`src/rtl/fnl_pkg.sv`:
```
// Package: shared counter type and step function for the next-line predictor.
// Assumes two-bit counters where the upper half of the range predicts taken.
package fnl_pkg;
    typedef logic [1:0] ctr_t;

    localparam ctr_t CTR_MIN  = 2'd0;
    localparam ctr_t CTR_MAX  = 2'd3;
    localparam ctr_t CTR_INIT = 2'd1;

    // One saturating step toward the resolved direction.
    function automatic ctr_t ctr_step(input ctr_t c, input logic taken);
        if (taken) begin
            return (c == CTR_MAX) ? c : c + 2'd1;
        end
        return (c == CTR_MIN) ? c : c - 2'd1;
    endfunction
endpackage

```
`src/rtl/fnl_pred_table.sv`:
```
// Module: untagged next-line prediction table.
// Each entry holds a next-line pointer and a two-bit counter. The read side is
// combinational so the next fetch line is known in the same cycle as the
// lookup. Assumes at most one update per cycle.
module fnl_pred_table
    import fnl_pkg::*;
#(
    parameter int LINE_W = 8,
    parameter int IDX_W  = 4
) (
    input  logic              clk,
    input  logic              rst_n,
    input  logic [LINE_W-1:0] rd_line_i,
    output logic [LINE_W-1:0] pred_next_o,
    input  logic              upd_valid_i,
    input  logic [LINE_W-1:0] upd_line_i,
    input  logic              upd_taken_i,
    input  logic [LINE_W-1:0] upd_target_i
);
    localparam int ENTRIES = 1 << IDX_W;

    logic [LINE_W-1:0] ptr_q [ENTRIES];
    ctr_t              ctr_q [ENTRIES];
    logic [IDX_W-1:0]  rd_idx;
    logic [IDX_W-1:0]  upd_idx;

    assign rd_idx  = rd_line_i[IDX_W-1:0];
    assign upd_idx = upd_line_i[IDX_W-1:0];

    for (genvar e = 0; e < ENTRIES; e++) begin : g_entry
        // Step the counter and, on taken, capture the target line.
        always_ff @(posedge clk) begin
            if (!rst_n) begin
                ptr_q[e] <= '0;
                ctr_q[e] <= CTR_INIT;
            end else if (upd_valid_i && (upd_idx == IDX_W'(e))) begin
                ctr_q[e] <= ctr_step(ctr_q[e], upd_taken_i);
                if (upd_taken_i) begin
                    ptr_q[e] <= upd_target_i;
                end
            end
        end
    end

    // Choose the stored pointer on a taken prediction, else the next line.
    always_comb begin
        if (ctr_q[rd_idx][1]) begin
            pred_next_o = ptr_q[rd_idx];
        end else begin
            pred_next_o = rd_line_i + LINE_W'(1);
        end
    end
endmodule

```
`src/rtl/fnl_inst_queue.sv`:
```
// Module: circular instruction queue, written a whole group at a time and
// read one instruction at a time. Assumes LANES <= DEPTH. The caller pushes
// only while can_push_o is high.
module fnl_inst_queue #(
    parameter int INSTR_W = 32,
    parameter int LANES   = 4,
    parameter int DEPTH   = 12
) (
    input  logic                     clk,
    input  logic                     rst_n,
    input  logic                     flush_i,
    input  logic                     push_i,
    input  logic [LANES*INSTR_W-1:0] push_data_i,
    output logic                     can_push_o,
    output logic                     pop_valid_o,
    output logic [INSTR_W-1:0]       pop_data_o,
    input  logic                     pop_ready_i
);
    localparam int PTR_W = $clog2(DEPTH);
    localparam int CNT_W = $clog2(DEPTH + 1);

    logic [INSTR_W-1:0] mem_q [DEPTH];
    logic [PTR_W-1:0]   wr_ptr_q;
    logic [PTR_W-1:0]   rd_ptr_q;
    logic [CNT_W-1:0]   count_q;
    logic               do_push;
    logic               do_pop;

    function automatic logic [PTR_W-1:0] wrap_add(input logic [PTR_W-1:0] base,
                                                  input int unsigned step);
        int unsigned sum;
        sum = int'(base) + step;
        if (sum >= DEPTH) begin
            sum = sum - DEPTH;
        end
        return PTR_W'(sum);
    endfunction

    assign can_push_o  = (int'(count_q) + LANES) <= DEPTH;
    assign pop_valid_o = (count_q != '0);
    assign pop_data_o  = mem_q[rd_ptr_q];
    assign do_push     = push_i && can_push_o && !flush_i;
    assign do_pop      = pop_valid_o && pop_ready_i && !flush_i;

    // Write every lane of an accepted group into consecutive slots.
    always_ff @(posedge clk) begin
        if (do_push) begin
            for (int k = 0; k < LANES; k++) begin
                mem_q[wrap_add(wr_ptr_q, unsigned'(k))] <= push_data_i[k*INSTR_W +: INSTR_W];
            end
        end
    end

    // Track pointers and occupancy; a flush empties the queue.
    always_ff @(posedge clk) begin
        if (!rst_n || flush_i) begin
            wr_ptr_q <= '0;
            rd_ptr_q <= '0;
            count_q  <= '0;
        end else begin
            if (do_push) begin
                wr_ptr_q <= wrap_add(wr_ptr_q, unsigned'(LANES));
            end
            if (do_pop) begin
                rd_ptr_q <= wrap_add(rd_ptr_q, 1);
            end
            count_q <= count_q + (do_push ? CNT_W'(LANES) : CNT_W'(0))
                               - (do_pop ? CNT_W'(1) : CNT_W'(0));
        end
    end
endmodule

```
`src/rtl/fnl_fetch_front.sv`:
```
// Module: fetch front end (top). Holds the fetch line, accepts the cache's
// instruction group, and steers to the predicted next line in the same cycle.
// Assumes the cache answers combinationally for the presented line and that
// grp_valid_i low means the data is not yet available.
module fnl_fetch_front #(
    parameter int          LINE_W     = 8,
    parameter int          IDX_W      = 4,
    parameter int          INSTR_W    = 32,
    parameter int          LANES      = 4,
    parameter int          DEPTH      = 12,
    parameter logic [LINE_W-1:0] RESET_LINE = '0
) (
    input  logic                     clk,
    input  logic                     rst_n,
    output logic [LINE_W-1:0]        fetch_line_o,
    output logic                     fetch_req_o,
    input  logic                     grp_valid_i,
    input  logic [LANES*INSTR_W-1:0] grp_data_i,
    input  logic                     upd_valid_i,
    input  logic [LINE_W-1:0]        upd_line_i,
    input  logic                     upd_taken_i,
    input  logic [LINE_W-1:0]        upd_target_i,
    input  logic                     flush_i,
    input  logic [LINE_W-1:0]        flush_line_i,
    output logic                     dec_valid_o,
    output logic [INSTR_W-1:0]       dec_instr_o,
    input  logic                     dec_ready_i
);
    logic [LINE_W-1:0] line_q;
    logic [LINE_W-1:0] pred_next;
    logic              room;
    logic              accept;

    assign fetch_line_o = line_q;
    assign fetch_req_o  = room;
    assign accept       = grp_valid_i && room && !flush_i;

    fnl_pred_table #(.LINE_W(LINE_W), .IDX_W(IDX_W)) u_table (
        .clk         (clk),
        .rst_n       (rst_n),
        .rd_line_i   (line_q),
        .pred_next_o (pred_next),
        .upd_valid_i (upd_valid_i),
        .upd_line_i  (upd_line_i),
        .upd_taken_i (upd_taken_i),
        .upd_target_i(upd_target_i)
    );

    fnl_inst_queue #(.INSTR_W(INSTR_W), .LANES(LANES), .DEPTH(DEPTH)) u_queue (
        .clk        (clk),
        .rst_n      (rst_n),
        .flush_i    (flush_i),
        .push_i     (accept),
        .push_data_i(grp_data_i),
        .can_push_o (room),
        .pop_valid_o(dec_valid_o),
        .pop_data_o (dec_instr_o),
        .pop_ready_i(dec_ready_i)
    );

    // Advance the fetch line: flush first, then prediction on accept, else hold.
    always_ff @(posedge clk) begin
        if (!rst_n) begin
            line_q <= RESET_LINE;
        end else if (flush_i) begin
            line_q <= flush_line_i;
        end else if (accept) begin
            line_q <= pred_next;
        end
    end
endmodule

```
`config.mk`:
```
export PLATFORM = sky130hd
export DESIGN_NAME = fnl_fetch_front
export DESIGN_NICKNAME = d
export VERILOG_FILES = /design/src/rtl/fnl_pkg.sv /design/src/rtl/fnl_pred_table.sv /design/src/rtl/fnl_inst_queue.sv /design/src/rtl/fnl_fetch_front.sv
export SDC_FILE = /design/constraint.sdc
export NUM_CORES = 1
export LEC_CHECK = 0
export CAP_MARGIN = 20
export CORE_MARGIN = 3
export CORE_UTILIZATION = 35
export DETAILED_ROUTE_END_ITERATION = 10
export SLEW_MARGIN = 5
export SYNTH_ARGS = -nofsm -noshare
export SYNTH_HDL_FRONTEND = slang
export SYNTH_SLANG_ARGS = --single-unit
```
`constraint.sdc`:
```
create_clock -name clk -period 11.6 [get_ports clk]
set_input_delay 2.32 -clock clk [delete_from_list [all_inputs] [get_ports clk]]
set_output_delay 2.32 -clock clk [all_outputs]
set_load 0.05 [all_outputs]
```
# Word-level counts from Yosys, hierarchy flattened
# Memories as Yosys holds them, arrays and structs flattened. A register that Yosys moved wholly into a read port is not among the register bits.
# Index checks and enable logic that the tools add are counted.
[word_totals] ff_bits=20 ramBits=544 in_bits=159 output_inout_bits=42 mem_count=3
[op_classes] n_addsub=47 order_cmp=7 eq_ne=31 muxes=281 n_bitwise=32 n_reduce_logical=44
[mem_list] memory="u_queue.mem_q" depth=12 width=32 read_ports=1 rd_clocked_by_memory_dff=1 wr=4 line="fnl_inst_queue.sv:22" text="logic [INSTR_W-1:0] mem_q [DEPTH];"
[mem_list] memory="u_table.ptr_q" depth=16 width=8 read_ports=1 rd_clocked_by_memory_dff=1 wr=16 line="fnl_pred_table.sv:22" text="logic [LINE_W-1:0] ptr_q [ENTRIES];"
[mem_list] memory="u_table.ctr_q" depth=16 width=2 read_ports=17 rd_clocked_by_memory_dff=1 wr=16 line="fnl_pred_table.sv:23" text="ctr_t ctr_q [ENTRIES];"
[ops] operator="two-way mux 2 bit" count=112
[ops] operator="two-way mux 8 bit" count=19
[ops] operator="two-way mux 1 bit" count=133
[ops] operator="two-way mux 4 bit" count=16
[ops] operator="adder 2 x 1 -> 2 bit, second input constant" count=16
[ops] operator="== test 2 bit, second input constant" count=16
[ops] operator="== test 4 bit, second input constant" count=8
[ops] operator="<= comparator 32 x 5 -> 1 bit, second input constant" count=1
[ops] operator="zero test 2 bit" count=16
[ops] operator="bitwise OR 1 bit" count=32
[ops] operator="subtractor 2 x 1 -> 2 bit, second input constant" count=16
[ops] operator=">= comparator 5 x 4 -> 1 bit, second input constant" count=5
[ops] operator="subtractor 4 bit, second input constant" count=6
[ops] operator="logical AND 1 bit" count=22
[ops] operator="== test 4 x 3 -> 1 bit, second input constant" count=4
[ops] operator="adder 4 x 1 -> 5 bit, second input constant" count=2
[ops] operator="adder 4 x 2 -> 5 bit, second input constant" count=2
[ops] operator="adder 4 x 3 -> 5 bit, second input constant" count=2
[ops] operator="adder 8 x 1 -> 8 bit, second input constant" count=1
[ops] operator="== test 4 x 2 -> 1 bit, second input constant" count=2
[ops] operator="adder 4 bit" count=1
[ops] operator="== test 4 x 1 -> 1 bit, second input constant" count=1
[ops] operator=">= comparator 4 bit, second input constant" count=1
[ops] operator="zero test 4 bit" count=1
[ops] operator="6 further kinds" count=7

# Depth between registers and ports, before layout
[logic_depth] word_depth=9 ltp_mapped=11 mapped_depth_nobuf=11

# Cells and area by module
# A second synthesis with hierarchy kept.
[hier_totals] cells_unflattened=1386 area_unflattened_um2=24124.4
[modules_own_cells] module="fnl_inst_queue" n_inst=1 cells_per_inst=688 area_per_inst_um2=15257.1 seq_area_each_um2=11811.3
[modules_own_cells] module="fnl_pred_table" n_inst=1 cells_per_inst=652 area_per_inst_um2=8419.3 seq_area_each_um2=4804.6
[modules_own_cells] module="fnl_fetch_front" n_inst=1 cells_per_inst=46 area_per_inst_um2=447.9 seq_area_each_um2=160.2

# Worst setup path after synthesis
# No wires, ideal clock.
[synth_timing] path_kind="input port to flip-flop" startpoint="input port grp_valid_i" endpoint="memory u_queue.mem_q[0][0] (enable)" setup_ns=0.616 t_arrival_ns=8.076 t_required_ns=10.984 setup_slack_ns=2.907 cell_stages=4 path_buffers=0 path_cell_list="nand2_1 > nor2_1 > inv_1 > nor2_1"
[synth_lines] item="start, declared" line="fnl_fetch_front.sv:17" text="input logic grp_valid_i,"
[synth_lines] item="end, declared" line="fnl_inst_queue.sv:22"

==> impl_metrics.toml <==
[die]
ios = 201
initial_core_util = 0.3546
coreArea_sq_um = 67510
die_y_microns = 267.5
fp.dieW_microns = 267.5
die_area_sq_um = 71580
fp-row-count = 95

[global_route]
antenna_found_initial = 10
grt_pass1_vias = 13430
grt_pass1_wl_microns = 80120
grt_overflow = 0
grt_start_max_net_pins = 88
grt.total_usage = 0.1469

[sta]
rsz0062_at_grt = "no"
worst_slew_pin_slew_ns = 1.068
fin_setup_tns_ns = 0
skew_ns = 0.03731
layout_min_cycle_time_ns = 6.439
hold_violations = 0
setup_viol = 0
slew_violations = 0
slew_headroom = 0.2877
fmax_mhz = 155.3
finalCritPeriodShare = 0.5551

[worst_setup_path]
worstPathRequired_ns = 9.28
cp.arrival_ns = 4.12
critPathLaunchType = "flip-flop"
crit_fanout = 45
cp-end-kind = "output port"
path_class = "flip-flop to output port"

[final_layout]
fillers = 5965
final_cell_area_sq_um = 28810
layout-area-overhead-vs-synth_pct = 20.32
fin_util = 0.4267
drive_gt1_frac = 0.1401
nNetsFinal = 1745

[drt]
num_vias = 12740
avgViaCountPerCell = 5.100
routed_wl_microns = 52880
antenna_left = 0
drt-initial-drc-count = 841
first_pass_iters = 5
drc_errors = 0
wire_per_inst_microns = 21.17

[power_and_ir_drop]
max-vdd-ir-drop_mv = 0.09994
p_leak_uw = 0.009238
p_per_area_nw_per_um2 = 162.1
post-layout-total-power_uw = 4669

[clocking]
cts_buffer_depth = 3
cts_resized = 0
cts_made_buffers = 61
clock_latency_ns = 0.63
clk_pin_slew_ns = 0.06
clkSinkCount = 570
post_cts_buffers = 0
hold_buffers = 0
h-tree-depth = 2
cts_tree = "built"
root_buffer = "clkbuf_16"

[hold_path]
hold_class = "flip-flop to flip-flop"

[synth]
synth_ff_type = "edfxtp_1"
yosys_warnings = 0
synthArstFlopShare = 0
synth_edf_count = 544
synthCells = 1377
ys_types = 49
synth_area_sq_um = 23940
ys_seq_area_frac = 0.7041
synth-seq-cells = 570
avgSynthCellArea_sq_um = 17.39
synth_fp_nets = 1550

[run_status]
status = "finished clean"

[placed_design]
post-dp-hpwl_microns = 32640
dpl-instance-area_sq_um = 26750
gp_congestion = 0.7603
portBuffers = 196

[job]
maxCapViolations = 0
[per-layer routing]
metal / vias up / part of all wire / global-route usage
li1: 5816 / - / -
met1: 6502 / 0.42 / 0.1852
met2: 301 / 0.50 / 0.2499
met3: 107 / 0.060 / 0.03803
met4: 14 / 0.026 / 0.04451
met5: - / 0.0018 / 0
[flip-flops by register name, summed over array words and instances (netlist names), named ones only]
register / count
u_queue.mem_q: 384
fetch_line_o: 8
u_table.ptr_q: 128
u_queue.count_q: 4
u_queue.rd_ptr_q: 4
u_table.ctr_q: 32
u_queue.wr_ptr_q: 2
[layout make-up]
cell class	instances	area, sq um	area share
Clock buffer	78	1650	0.05729
Inverter	14	52.55	0.001824
Multi-Input combinational cell	715	6689	0.2322
Tap cell	873	1092	0.03792
Sequential cell	570	16870	0.5856
Timing Repair Buffer	210	2077	0.07210
Clock inverter	33	362.8	0.01260
Antenna cell	5	12.51	0.0004343
[through the flow]
| step | setup WS (ns) | hold slack [ns] | instances |
|---|---|---|---|
| 2_1_floorplan | 2.907 | 0.4835 | 1377 |
| 3_3_place_gp | 5.436 | 0.5168 | 2381 |
| 3_5_place_dp | 5.461 | 0.5126 | 2381 |
| 4_1_cts | 4.792 | 0.5235 | 2492 |
| 5_1_grt | 4.730 | 0.5446 | 2493 |
| 6_report | 5.161 | 0.5146 | 2498 |
[critical path, stage by stage, from the launching register on]
cell	delay, ns
dfxtp_4	0.98
buf_4	0.60
buf_16	0.30
mux4_2	0.54
mux2i_1	0.12
o21ai_0	0.11
clkdlybuf4s50_1	0.79
[cells in the mapped netlist, types with 3 or more instances]
cell        n  share of area
buf_6       3         0.0014
xor2_1     17         0.0062
mux4_1     22          0.024
clkbuf_1   47         0.0074
or3_1      17         0.0044
nand2b_1    4         0.0010
nor4_1      7         0.0018
and2_1    130          0.034
a211oi_1    5         0.0016
a21oi_1    18         0.0038
edfxtp_1  544           0.68
nor3_1     11         0.0023
nor2_1     23         0.0036
nor2b_1     8         0.0021
o21ai_0    44         0.0092
mux2i_1    40          0.017
ha_1       13         0.0068
and3_1     37         0.0097
xnor2_1    26         0.0095
nand2_1    98          0.015
dfxtp_1    26          0.022
buf_1      12         0.0019
nand3_1    55          0.011
buf_2      13         0.0027
inv_1      14         0.0022
mux4_2    109           0.10
[where the power goes]
group | switching, uW | internal, uW | leakage (uW)
clock network | 789 | 1160 | 0.000991
registers | 31.5 | 2320 | 0.00521
logic | 205 | 167 | 0.00303
[final timing paths]
path	from	endpoint	slack, ns	depth (start not counted)
setup / recovery	flip-flop	dec_instr_o[17]	5.16	6
hold / removal	u_queue.rd_ptr_q[1]	flip-flop	0.51	2
setup reg to reg	u_queue.count_q[1]	u_queue.mem_q[0][1]	8.00	8
hold reg to reg	u_queue.rd_ptr_q[1]	flip-flop	0.51	2
[layout by cell type (no fill, tap or decap), types with 26 or more instances in the layout]
cell / Yosys / layout
clkbuf_16: 0 / 61
mux4_2: 109 / 109
nand2_1: 98 / 98
mux2i_1: 40 / 40
nand3_1: 55 / 55
xnor2_1: 26 / 26
clkdlybuf4s50_1: 0 / 194
and2_1: 130 / 130
edfxtp_1: 544 / 544
o21ai_0: 44 / 44
and3_1: 37 / 35
[logic make-up after synthesis]
logic type,count (synthesis),synth area share
and+or+nand+nor,395,0.08743
xor gates and xnor gates,43,0.01573
adders and majority gates,14,0.007630
AOI/OAI and AO/OA,89,0.02289
buffers and inverters,92,0.01730
muxes,174,0.1450
DFF,570,0.7041
Note: power is estimated with default switching activity, not from simulation.
